<file path="config.mk">
export PLATFORM = sky130hd
export DESIGN_NAME = bus_width_adapter
export DESIGN_NICKNAME = d
export VERILOG_FILES = /design/src/rtl/bwa_pkg.sv /design/src/rtl/bwa_req_check.sv /design/src/rtl/bwa_lane_map.sv /design/src/rtl/bwa_rd_merge.sv /design/src/rtl/bus_width_adapter.sv
export SDC_FILE = /design/constraint.sdc
export NUM_CORES = 1
export LEC_CHECK = 0
export BUFFER_PORTS_ARGS = -buffer_cell sky130_fd_sc_hd__buf_4
export CAP_MARGIN = 30
export CELL_PAD_IN_SITES_DETAIL_PLACEMENT = 1
export CELL_PAD_IN_SITES_GLOBAL_PLACEMENT = 1
export CORE_UTILIZATION = 42
export CTS_CLUSTER_DIAMETER = 120
export CTS_CLUSTER_SIZE = 10
export DETAILED_ROUTE_END_ITERATION = 12
export PLACE_DENSITY_LB_ADDON = 0.1
export SETUP_SLACK_MARGIN = 0.1
export SLEW_MARGIN = 5
export SYNTH_ARGS = -nofsm -noshare
export SYNTH_HDL_FRONTEND = slang
export SYNTH_SLANG_ARGS = --single-unit
</file>
<file path="constraint.sdc">
create_clock -name clk -period 22.8 [get_ports clk]
set_input_delay 4.56 -clock clk [delete_from_list [all_inputs] [get_ports clk]]
set_output_delay 4.56 -clock clk [all_outputs]
set_load 0.01 [all_outputs]
</file>
<file path="src/rtl/bwa_pkg.sv">
package bwa_pkg;
  localparam int LANES      = 4;
  localparam int ITEM_BYTES = 8;
  localparam int LINE_LG    = 5;

  typedef enum logic [2:0] {
    SZ_BYTE = 3'd0,
    SZ_WORD = 3'd1,
    SZ_LONG = 3'd2,
    SZ_QUAD = 3'd3,
    SZ_LINE = 3'd4
  } size_e;

  function automatic logic [2:0] size_log2(input logic [2:0] code);
    return (code == SZ_LINE) ? 3'(LINE_LG) : code;
  endfunction
endpackage

</file>
<file path="src/rtl/bwa_req_check.sv">
module bwa_req_check
  import bwa_pkg::*;
(
  input  logic [2:0] size,
  input  logic [1:0] wsel,
  input  logic [4:0] addr_lo,
  input  logic       dma,
  output logic       legal,
  output logic [2:0] lg_s,
  output logic [1:0] lg_w
);
  logic [2:0] lg_align;
  logic [4:0] mask;

  always_comb begin
    lg_s     = size_log2(size);
    lg_w     = wsel;
    // line: aligned to bus width; others: natural alignment
    lg_align = (size == SZ_LINE) ? {1'b0, wsel} : size;
    mask     = 5'((6'd1 << lg_align) - 6'd1);
    legal    = (wsel != 2'd3) && (size <= 3'd4) &&
               ((size != SZ_QUAD) || dma) &&
               ((addr_lo & mask) == 5'd0);
  end
endmodule

</file>
<file path="src/rtl/bwa_lane_map.sv">
module bwa_lane_map
  import bwa_pkg::*;
#(
  parameter int ADDR_W = 32
) (
  input  logic [ADDR_W-1:0]          base,
  input  logic [2:0]                 lg_s,
  input  logic [1:0]                 lg_w,
  input  logic [1:0]                 lg_b,
  input  logic [4:0]                 idx,
  input  logic                       le,
  input  logic                       line,
  output logic [ADDR_W-1:0]          cyc_addr,
  output logic [LANES-1:0]           lane_en,
  output logic [LANES-1:0][2:0]      lane_vidx
);
  logic [5:0] step;
  logic [4:0] wrap_lo;
  logic [2:0] wbytes;
  logic [2:0] bbytes;
  logic [1:0] cs;
  logic [5:0] s_last;
  logic [2:0] off;
  logic [5:0] pos;

  always_comb begin
    step     = 6'(idx) << lg_b;
    wrap_lo  = base[4:0] + 5'(step);
    cyc_addr = line ? {base[ADDR_W-1:5], wrap_lo} : base + ADDR_W'(step);
    wbytes   = 3'd1 << lg_w;
    bbytes   = 3'd1 << lg_b;
    cs       = cyc_addr[1:0] & 2'(wbytes - 3'd1);
    s_last   = 6'((7'd1 << lg_s) - 7'd1);
    lane_en   = '0;
    lane_vidx = '0;
    off       = '0;
    pos       = '0;
    for (int l = 0; l < LANES; l++) begin
      if (3'(l) < wbytes) begin
        // address offset carried by this lane
        off = le ? 3'(l) : 3'(wbytes - 3'd1 - 3'(l));
        pos = step + 6'(off) - 6'(cs);
        lane_en[l]   = line || ((off >= {1'b0, cs}) && (off < {1'b0, cs} + bbytes));
        lane_vidx[l] = le ? pos[2:0] : 3'(s_last - pos);
      end
    end
  end
endmodule

</file>
<file path="src/rtl/bwa_rd_merge.sv">
module bwa_rd_merge
  import bwa_pkg::*;
(
  input  logic [ITEM_BYTES*8-1:0]   acc,
  input  logic [LANES*8-1:0]        rdata,
  input  logic [LANES-1:0]          lane_en,
  input  logic [LANES-1:0][2:0]     lane_vidx,
  output logic [ITEM_BYTES*8-1:0]   merged
);
  for (genvar b = 0; b < ITEM_BYTES; b++) begin : g_byte
    logic [7:0] val;
    always_comb begin
      val = acc[8*b +: 8];
      for (int l = 0; l < LANES; l++) begin
        if (lane_en[l] && (lane_vidx[l] == 3'(b))) val = rdata[8*l +: 8];
      end
    end
    assign merged[8*b +: 8] = val;
  end
endmodule

</file>
<file path="src/rtl/bus_width_adapter.sv">
module bus_width_adapter
  import bwa_pkg::*;
#(
  parameter int ADDR_W = 32
) (
  input  logic                    clk,
  input  logic                    rst_n,
  input  logic                    endian_pin,
  input  logic [1:0]              bus_wsel,
  input  logic                    req_valid,
  output logic                    req_ready,
  input  logic                    req_write,
  input  logic [2:0]              req_size,
  input  logic                    req_dma,
  input  logic [ADDR_W-1:0]       req_addr,
  input  logic [63:0]             req_wdata,
  output logic                    req_err,
  output logic                    rd_valid,
  output logic [63:0]             rd_data,
  output logic                    beat_valid,
  output logic [31:0]             beat_data,
  input  logic [31:0]             beat_wdata,
  output logic                    bus_req,
  output logic                    bus_hold,
  output logic [ADDR_W-1:0]       bus_addr,
  output logic                    bus_we,
  output logic [3:0]              bus_be,
  output logic [31:0]             bus_wdata,
  input  logic [31:0]             bus_rdata,
  input  logic                    bus_ack,
  input  logic                    refresh_req,
  output logic                    refresh_ok
);
  localparam int ITEM_W = ITEM_BYTES * 8;

  logic                  le_q;
  logic                  busy;
  logic [ADDR_W-1:0]     base_q;
  logic [2:0]            lg_s_q;
  logic [1:0]            lg_w_q;
  logic                  we_q;
  logic                  line_q;
  logic [ITEM_W-1:0]     wdata_q;
  logic [4:0]            idx;
  logic [ITEM_W-1:0]     acc;
  logic                  rd_valid_q;
  logic                  err_q;

  logic                  legal;
  logic [2:0]            lg_s;
  logic [1:0]            lg_w;
  logic [1:0]            lg_b;
  logic [4:0]            last_idx;
  logic [LANES-1:0]      lane_en;
  logic [LANES-1:0][2:0] lane_vidx;
  logic [ITEM_W-1:0]     merged;

  bwa_req_check u_check (
    .size    (req_size),
    .wsel    (bus_wsel),
    .addr_lo (req_addr[4:0]),
    .dma     (req_dma),
    .legal   (legal),
    .lg_s    (lg_s),
    .lg_w    (lg_w)
  );

  assign lg_b     = (lg_s_q < {1'b0, lg_w_q}) ? lg_s_q[1:0] : lg_w_q;
  assign last_idx = 5'((6'd1 << (lg_s_q - {1'b0, lg_b})) - 6'd1);

  bwa_lane_map #(.ADDR_W(ADDR_W)) u_map (
    .base      (base_q),
    .lg_s      (lg_s_q),
    .lg_w      (lg_w_q),
    .lg_b      (lg_b),
    .idx       (idx),
    .le        (le_q),
    .line      (line_q),
    .cyc_addr  (bus_addr),
    .lane_en   (lane_en),
    .lane_vidx (lane_vidx)
  );

  bwa_rd_merge u_merge (
    .acc       (acc),
    .rdata     (bus_rdata),
    .lane_en   (lane_en),
    .lane_vidx (lane_vidx),
    .merged    (merged)
  );

  always_ff @(posedge clk) begin
    if (!rst_n) begin
      le_q       <= endian_pin;
      busy       <= 1'b0;
      base_q     <= '0;
      lg_s_q     <= '0;
      lg_w_q     <= '0;
      we_q       <= 1'b0;
      line_q     <= 1'b0;
      wdata_q    <= '0;
      idx        <= '0;
      acc        <= '0;
      rd_valid_q <= 1'b0;
      err_q      <= 1'b0;
    end else begin
      rd_valid_q <= 1'b0;
      err_q      <= 1'b0;
      if (!busy) begin
        if (req_valid) begin
          if (legal) begin
            busy    <= 1'b1;
            base_q  <= req_addr;
            lg_s_q  <= lg_s;
            lg_w_q  <= lg_w;
            we_q    <= req_write;
            line_q  <= (req_size == SZ_LINE);
            wdata_q <= req_wdata;
            idx     <= '0;
            acc     <= '0;
          end else begin
            err_q <= 1'b1;
          end
        end
      end else if (bus_ack) begin
        if (!we_q && !line_q) acc <= merged;
        if (idx == last_idx) begin
          busy       <= 1'b0;
          rd_valid_q <= !we_q && !line_q;
        end else begin
          idx <= idx + 5'd1;
        end
      end
    end
  end

  for (genvar l = 0; l < LANES; l++) begin : g_wlane
    assign bus_wdata[8*l +: 8] = !lane_en[l] ? 8'h00 :
                                 line_q ? beat_wdata[8*l +: 8] :
                                 wdata_q[{lane_vidx[l], 3'b000} +: 8];
  end

  assign req_ready  = !busy;
  assign req_err    = err_q;
  assign rd_valid   = rd_valid_q;
  assign rd_data    = acc;
  assign beat_valid = busy && bus_ack && line_q;
  assign beat_data  = bus_rdata;
  assign bus_req    = busy;
  assign bus_hold   = busy;
  assign bus_we     = we_q;
  assign bus_be     = lane_en;
  assign refresh_ok = refresh_req && !busy;
endmodule

</file>
==> qor.tcl, run 1 <==
set qor(cts_hold_buf) 0
set qor(setup_viol) 0
set qor(setup.worst_path.end_class) {output port}
set qor(insertion_delay_ns) 0.47
set qor(swShare) 0.336
set qor(numClockSinks) 176
set qor(grtUsageMet1) 0.446
set qor(final.min_clock_period_ns) 12.36
set qor(first_pass_iters) 6
set qor(n_antenna_cell) 0
set qor(critPathKind) {reg -> out}
set qor(irDropWorstVdd_uv) 56.8
set qor(synth-warning-count) 0
set qor(clk_pin_slew_ns) 0.08
set qor(r2r_end) {rd_data[56]$_SDFFE_PN0P_}
set qor(routed-via-count) 15500
set qor(drcViolationCount) 0
set qor(dominantRegCellSynth) {sky130_fd_sc_hd__dfxtp_1}
set qor(cts_root_buf) {sky130_fd_sc_hd__clkbuf_16}
set qor(syn_area_per_cell_um2) 7.41
set qor(layout-drive-gt1-share) 0.225
set qor(power.internal_uw) 563
set qor(floorplan.initialDensity) 0.432
set qor(ys_ff_latch) 176
set qor(synth_fp_nets) 2031
set qor(initialDrtViolationCount) 1572
set qor(worst-slew-pin-transition_ns) 1.04
set qor(worstPathBufferInverterCount) 8
set qor(post_cts_resized) 0
set qor(setup_clock_skew_after_layout_ns) 0.00938
set qor(rrSetupSlack_ns) 14.53
set qor(synth-edff-count) 1
set qor(fmax_ghz) 0.0809
set qor(vias_in_the_first_global_route) 15300
set qor(initial_antenna_violation_count) 0
set qor(worst_r2r_startpoint) {lg_w_q[1]$_SDFFE_PN0P_}
set qor(grt_first_pass_wirelength_mm) 89.9
set qor(synth_cell_type_count) 89
set qor(cap_viol_max_count) 0
set qor(grt.overflow.total) 0
set qor(routabilityCongestion) 0.989
set qor(nNetsFinal) 2251
set qor(cp_top_family) {adder cells}
set qor(grt_busiest_layer) {met2}
set qor(synth_cell_area_um2) 13400
set qor(critPathMostFrequentCell) {sky130_fd_sc_hd__inv_1}
set qor(switchingPower_uw) 285
set qor(min_delay_path_depth) 2
set qor(cp.depth) 24
set qor(grtUsageTotal) 0.355
set qor(slew_viol_final) 0
set qor(detailed_place_hpwl_mm) 42.4
set qor(die_area_um2) 32600
set qor(share_seq_of_total_power) 0.381
set qor(asyncSetResetFlopFracSynth) 0
set qor(result_of_the_run) {finished, final reports clean}
set qor(p_per_area_nw_per_um2) 51.4
set qor(cts.repair_timing.setup_buffer_count) 0
set qor(floorplan.die.height_um) 180
set qor(hold_start) {rd_data[62]$_SDFFE_PN0P_}
set qor(syn2layout_area_growth_pct) 23.3
set qor(final_hold_viol_count) 0
set qor(tritoncts) {yes}
set qor(clock_power_share) 0.369
set qor(post-layout-total-power_uw) 848
set qor(setup-tns-final_ns) 0
set qor(critPathMaxFanout) 30
set qor(placement.io_buffers) 344
set qor(io_pins) 345
set qor(grtUsageMet2) 0.602
set qor(finalWirelength_mm) 59.2
set qor(tritoncts.num_buffers) 17
set qor(avgViaCountPerCell) 6.37
set qor(final_core_util) 0.532
set qor(p_leak_uw) 0.00678
set qor(synthCells) 1807
set qor(worst-r2r-cell-count) 24
set qor(cp_slowest_cell) {sky130_fd_sc_hd__fa_1}
set qor(cts_max_level) 4
set qor(proportion_of_power_drawn_by_combinational_gates) 0.251
set qor(dieWidth_um) 180
set qor(critical-path-max-stage-delay_ns) 0.58
set qor(max-slew-margin-rel) 0.308
set qor(timing.critical_path.arrival_ns) 7.80
set qor(hold_path_class) {reg -> reg}
set qor(setup.worst_path.start_class) {flop}
set qor(path_cells) {inv_1 -> ha_1 -> inv_1 -> o211ai_1 -> and2_1 -> nand2b_1 -> inv_1 -> fa_1 -> and2_1 -> fa_1 -> inv_1 -> fa_1 -> inv_1 -> fa_1 -> xor2_1 -> xnor2_1 -> mux2_2 -> o22ai_2 -> buf_4 -> nor2_1 -> buf_4 -> o311ai_0 -> o211a_1 -> buf_4}
set qor(crit_required_ns) 18.24
set qor(cell_row_count) 64
set qor(bufs_on_longest_clock_path) 2
set qor(antenna_violating_nets_left) 0
set qor(synth.yosys.seq_area_share) 0.264
set qor(final_min_period_over_clock_period) 0.542
set qor(worst_hold_path.endpoint) {rd_data[62]$_SDFFE_PN0P_}
set qor(grt_max_degree) 98
set qor(route.detailed.wl_per_inst_um) 24.3
set qor(globalRouteMet3Util) 0.0616
set qor(grt_setup_unrepaired) {false}
set qor(core_box_area_um2) 31000
==> state kept, by name, indices dropped and copies added, names as in the netlist <==
signal,count
bus_hold,1
rd_valid,1
bus_we,1
base_q,32
line_q,1
rd_data,64
wdata_q,64
lg_w_q,2
le_q,1
idx,5
lg_s_q,3
req_err,1
==> worst max path at each step <==
stage | from | slack (ns) | to
after floorplan | lg_w_q[1]$_SDFFE_PN0P_ | 12.09 | bus_wdata[13]
after global placement | lg_w_q[1]$_SDFFE_PN0P_ | 11.34 | bus_wdata[8]
after detailed placement | lg_w_q[1]$_SDFFE_PN0P_ | 10.96 | bus_wdata[14]
after CTS | lg_w_q[1]$_SDFFE_PN0P_ | 10.39 | bus_wdata[14]
after global routing | lg_w_q[1]$_SDFFE_PN0P_ | 9.90 | bus_wdata[16]
final | lg_w_q[1]$_SDFFE_PN0P_ | 10.44 | bus_wdata[14]
==> worst min-delay path, stage by stage (launching register included) <==
cell	delay (ns)
sky130_fd_sc_hd__dfxtp_1	0.32
sky130_fd_sc_hd__inv_1	0.05
sky130_fd_sc_hd__o32ai_1	0.05
==> power groups by stage <==
stage               combinational [µW]  sequential [µW]  clock, µW
finish                             213              323        313
global route                       225              324        328
CTS                                207              323        318
detailed placement                 205              330          0
global placement                   201              329          0
floorplan                          125              327          0
==> metal layers <==
layer | routed length, µm | vias to the layer above
met4 | 2350 | 0
met3 | 4790 | 170
met5 | 0 | -
li1 | - | 6955
met2 | 28000 | 867
met1 | 24000 | 7531
==> cell usage in the layout (no fill, tap or decap), drive strengths merged, types with 45 or more instances in the layout <==
cell,instances
inv,83
nor2,119
dfxtp,175
nor3,45
buf,369
o21ai,88
nand2,322
a211oi,47
a21oi,121
o22ai,133
nand3,56
==> cell families (layout without fill, tap and decap cells) <==
kind of cell    count (synthesis)  count (layout)  share of synthesized area
mux                            31              31                     0.0248
simple gates                  658             658                      0.223
compound gates                586             586                      0.303
flops                         176             176                      0.264
xor+xnor                       60              60                     0.0464
buf+inv                       245             478                     0.0827
fa+ha+maj                      51              51                     0.0561
==> stage by stage <==
step	hold slack, ns	instances	worst slack (ns)	cell area (µm²)
floorplan	0.436	1807	12.09	13400
global placement	0.441	2399	11.34	15800
detailed placement	0.450	2401	10.96	15800
CTS	0.467	2433	10.39	16400
global route	0.484	2436	9.90	16500
finish	0.464	2436	10.44	16500
==> cell type report <==
type	count	area, µm²
repair buffers	369	2810
fillers	3923	14500
inverters	77	290
clock inverters	14	170
flip-flops and latches	176	3530
clock buffers	18	429
well taps	396	495
multi-input cells	1386	8760
==> synth_stat cells (27+ instances only) <==
| cell | number | area (µm²) |
|---|---|---|
| sky130_fd_sc_hd__a211oi_1 | 46 | 345 |
| sky130_fd_sc_hd__a21oi_1 | 120 | 601 |
| sky130_fd_sc_hd__buf_4 | 35 | 263 |
| sky130_fd_sc_hd__clkbuf_1 | 95 | 357 |
| sky130_fd_sc_hd__dfxtp_1 | 175 | 3500 |
| sky130_fd_sc_hd__ha_1 | 36 | 450 |
| sky130_fd_sc_hd__inv_1 | 75 | 282 |
| sky130_fd_sc_hd__nand2_1 | 322 | 1210 |
| sky130_fd_sc_hd__nand3_1 | 56 | 280 |
| sky130_fd_sc_hd__nor2_1 | 115 | 432 |
| sky130_fd_sc_hd__nor2b_1 | 36 | 225 |
| sky130_fd_sc_hd__nor3_1 | 44 | 220 |
| sky130_fd_sc_hd__o21ai_0 | 81 | 405 |
| sky130_fd_sc_hd__o22a_1 | 27 | 236 |
| sky130_fd_sc_hd__o22ai_1 | 132 | 826 |
| sky130_fd_sc_hd__xnor2_1 | 31 | 272 |
(Power assumes the default switching activity.)
==> run 2: changes to the inputs <==
- CORE_UTILIZATION: 42 -> 39
- clock period: 22.8 -> 12.6 ns (I/O delays scaled with it)
==> run 2 against run 1 <==
Net effect:
- routed wire length decreased by 2.3%
- combinational power up 77%
- global-route usage shrank 3.2 points
- utilization shrank 4.1 points
- total power increased by 81%
- non-clock buffer count is 4 lower
- via count shrank 2.0%
- die area increased by 7.6%
- setup slack lost 8.1 ns
- hold slack lost 0.0083 ns
- critical path type unchanged
==> qor.tcl, run 2 (synthesized netlist as in run 1, its figures left out) <==
set qor(nNetsFinal) 2247 ;# -0.18%
set qor(post_cts_resized) 0 ;# unchanged
set qor(setup.worst_path.start_class) {flop}
set qor(grt_first_pass_wirelength_mm) 89.0 ;# -1.0%
set qor(critPathKind) {reg -> out}
set qor(cell_row_count) 67 ;# +4.7%
set qor(numClockSinks) 176 ;# unchanged
set qor(layout-drive-gt1-share) 0.224 ;# -0.00103
set qor(fillerInstances) 4215 ;# +7.4%
set qor(final_hold_viol_count) 0 ;# unchanged
set qor(die_area_um2) 35100 ;# +7.6%
set qor(fmax_ghz) 0.0976
set qor(final.min_clock_period_ns) 10.25
set qor(cts_hold_buf) 0 ;# unchanged
set qor(vias_in_the_first_global_route) 15500 ;# +1.0%
set qor(proportion_of_power_drawn_by_combinational_gates) 0.245 ;# -0.006
set qor(result_of_the_run) {finished, final reports clean}
set qor(path_cells) {inv_1 -> ha_1 -> inv_1 -> o211ai_1 -> and2_1 -> nand2b_1 -> inv_1 -> fa_1 -> and2_1 -> fa_1 -> inv_1 -> fa_1 -> inv_1 -> fa_1 -> nor2_1 -> a221oi_2 -> buf_4 -> o22ai_1 -> o311ai_0 -> o211a_1 -> buf_4}
set qor(syn2layout_area_growth_pct) 23.3 ;# about the same
set qor(grt_setup_unrepaired) {false}
set qor(floorplan.die.height_um) 187 ;# +3.7%
set qor(grtUsageTotal) 0.324 ;# -0.0316
set qor(n_antenna_cell) 0 ;# unchanged
set qor(commonest_cells_after_routing_fill_and_taps_aside) {sky130_fd_sc_hd__buf_4 (365), sky130_fd_sc_hd__nand2_1 (322), sky130_fd_sc_hd__dfxtp_1 (175)}
set qor(routabilityCongestion) 0.911 ;# -7.9%
set qor(detailed_place_hpwl_mm) 42.5 ;# +0.15%
set qor(floorplan.initialDensity) 0.398 ;# -0.0337
set qor(rrSetupSlack_ns) 4.92 ;# -9.61 ns
set qor(critPathMostFrequentCell) {sky130_fd_sc_hd__inv_1}
set qor(avgViaCountPerCell) 6.12 ;# -3.9%
set qor(final_min_period_over_clock_period) 0.813
set qor(crit_required_ns) 10.08 ;# -8.16 ns
set qor(drcViolationCount) 0 ;# unchanged
set qor(cts.repair_timing.setup_buffer_count) 0 ;# unchanged
set qor(placement.io_buffers) 344 ;# unchanged
set qor(clk_pin_slew_ns) 0.07 ;# about the same
set qor(core_box_area_um2) 33600 ;# +8.5%
set qor(setup_clock_skew_after_layout_ns) 0.00550 ;# -0.00388 ns
set qor(grt_max_degree) 75 ;# -23%
set qor(grt.overflow.total) 0 ;# unchanged
set qor(share_seq_of_total_power) 0.382 ;# about the same
set qor(slew_viol_final) 0 ;# unchanged
set qor(swShare) 0.326 ;# -0.00999
set qor(cts_root_buf) {sky130_fd_sc_hd__clkbuf_16}
set qor(layout_commonest_cell) {sky130_fd_sc_hd__buf_4}
set qor(irDropWorstVdd_uv) 106 ;# +87%
set qor(max-slew-margin-rel) 0.331 ;# +0.0226
set qor(tritoncts.num_buffers) 17 ;# unchanged
set qor(setup.worst_path.end_class) {output port}
set qor(timing.critical_path.arrival_ns) 7.73 ;# -0.07 ns
set qor(cts_max_level) 4 ;# unchanged
set qor(worst-slew-pin-transition_ns) 1.00 ;# -0.0361 ns
set qor(pre_cts_ws_ns) 2.93 ;# -8.03 ns
set qor(switchingPower_uw) 500 ;# +75%
set qor(cap_viol_max_count) 0 ;# unchanged
set qor(p_leak_uw) 0.00675 ;# -0.40%
set qor(finalWirelength_mm) 57.8 ;# -2.3%
set qor(antenna_violating_nets_left) 0 ;# unchanged
set qor(initial_antenna_violation_count) 0 ;# unchanged
set qor(first_pass_iters) 8 ;# +2
set qor(initialDrtViolationCount) 1171 ;# -26%
set qor(critical-path-max-stage-delay_ns) 0.74 ;# +0.16 ns
set qor(routed-via-count) 15200 ;# -2.0%
set qor(hold_path_class) {reg -> reg}
set qor(power.internal_uw) 1030 ;# +83%
set qor(io_pins) 345 ;# unchanged
set qor(final_cell_area_um2) 16500 ;# about the same
set qor(dieWidth_um) 187 ;# +3.7%
set qor(post-route-worst-setup-slack_ns) 2.35 ;# -8.08 ns
set qor(critPathMaxFanout) 13 ;# -57%
set qor(bufs_on_longest_clock_path) 2 ;# unchanged
set qor(clock_power_share) 0.373 ;# +0.004
set qor(dpl-instance-area_um2) 15900 ;# +0.32%
set qor(route.detailed.wl_per_inst_um) 23.3 ;# -4.2%
set qor(setup-tns-final_ns) 0 ;# unchanged
set qor(cp_slowest_cell) {sky130_fd_sc_hd__a221oi_2}
set qor(tritoncts) {yes}
set qor(p_per_area_nw_per_um2) 92.9 ;# +81%
set qor(setup_viol) 0 ;# unchanged
set qor(insertion_delay_ns) 0.46 ;# about the same
set qor(post-layout-total-power_uw) 1530 ;# +81%
[run 2: per-layer routing]
layer	global-route usage	part of all wire
met5	0	0
met4	0.134	0.035
met3	0.0644	0.076
met2	0.546	0.47
met1	0.401	0.42
[run 2: stage by stage]
| stage | std cells | utilization | hold WS [ns] |
|---|---|---|---|
| detailed placement | 2451 | 0.473 | 0.447 |
| global placement | 2449 | 0.472 | 0.441 |
| finish | 2484 | 0.491 | 0.456 |
| global route | 2484 | 0.491 | 0.478 |
| CTS | 2483 | 0.491 | 0.462 |
| floorplan | 1807 | - | 0.436 |
[run 2: worst paths after layout]
| kind | start | cells past startpoint | endpoint |
|---|---|---|---|
| max reg2reg | lg_w_q[1]$_SDFFE_PN0P_ | 24 | rd_data[58]$_SDFFE_PN0P_ |
| min reg2reg | rd_data[0]$_SDFFE_PN0P_ | 2 | rd_data[0]$_SDFFE_PN0P_ |
| max | lg_w_q[1]$_SDFFE_PN0P_ | 21 | bus_wdata[8] |
| min | rd_data[0]$_SDFFE_PN0P_ | 2 | rd_data[0]$_SDFFE_PN0P_ |
[run 2: critical path: cells and delay by family, from the launching register on]
kind            cells  cell delay [ns]
fa+ha+maj           5             2.62
compound gates      5             2.03
simple gates        4             1.09
buf+inv             7             1.05
flops               1             0.48
[run 2: layout make-up]
| cell class | count | area (µm²) | share of cell area |
|---|---|---|---|
| Multi-Input combinational cell | 1386 | 8770 | 0.531 |
| Sequential cell | 176 | 3530 | 0.214 |
| Timing Repair Buffer | 365 | 2740 | 0.166 |
| Tap cell | 448 | 561 | 0.0340 |
| Clock buffer | 18 | 429 | 0.0260 |
| Inverter | 77 | 290 | 0.0176 |
| Clock inverter | 14 | 180 | 0.0109 |
[run 2: power by group through the flow]
stage / clock, µW / sequential (µW) / combinational (µW)
2_1_floorplan: 0 / 592 / 226
3_3_place_gp: 0 / 597 / 360
5_1_grt: 597 / 586 / 402
4_1_cts: 579 / 584 / 372
3_5_place_dp: 0 / 597 / 369
6_report: 572 / 585 / 376
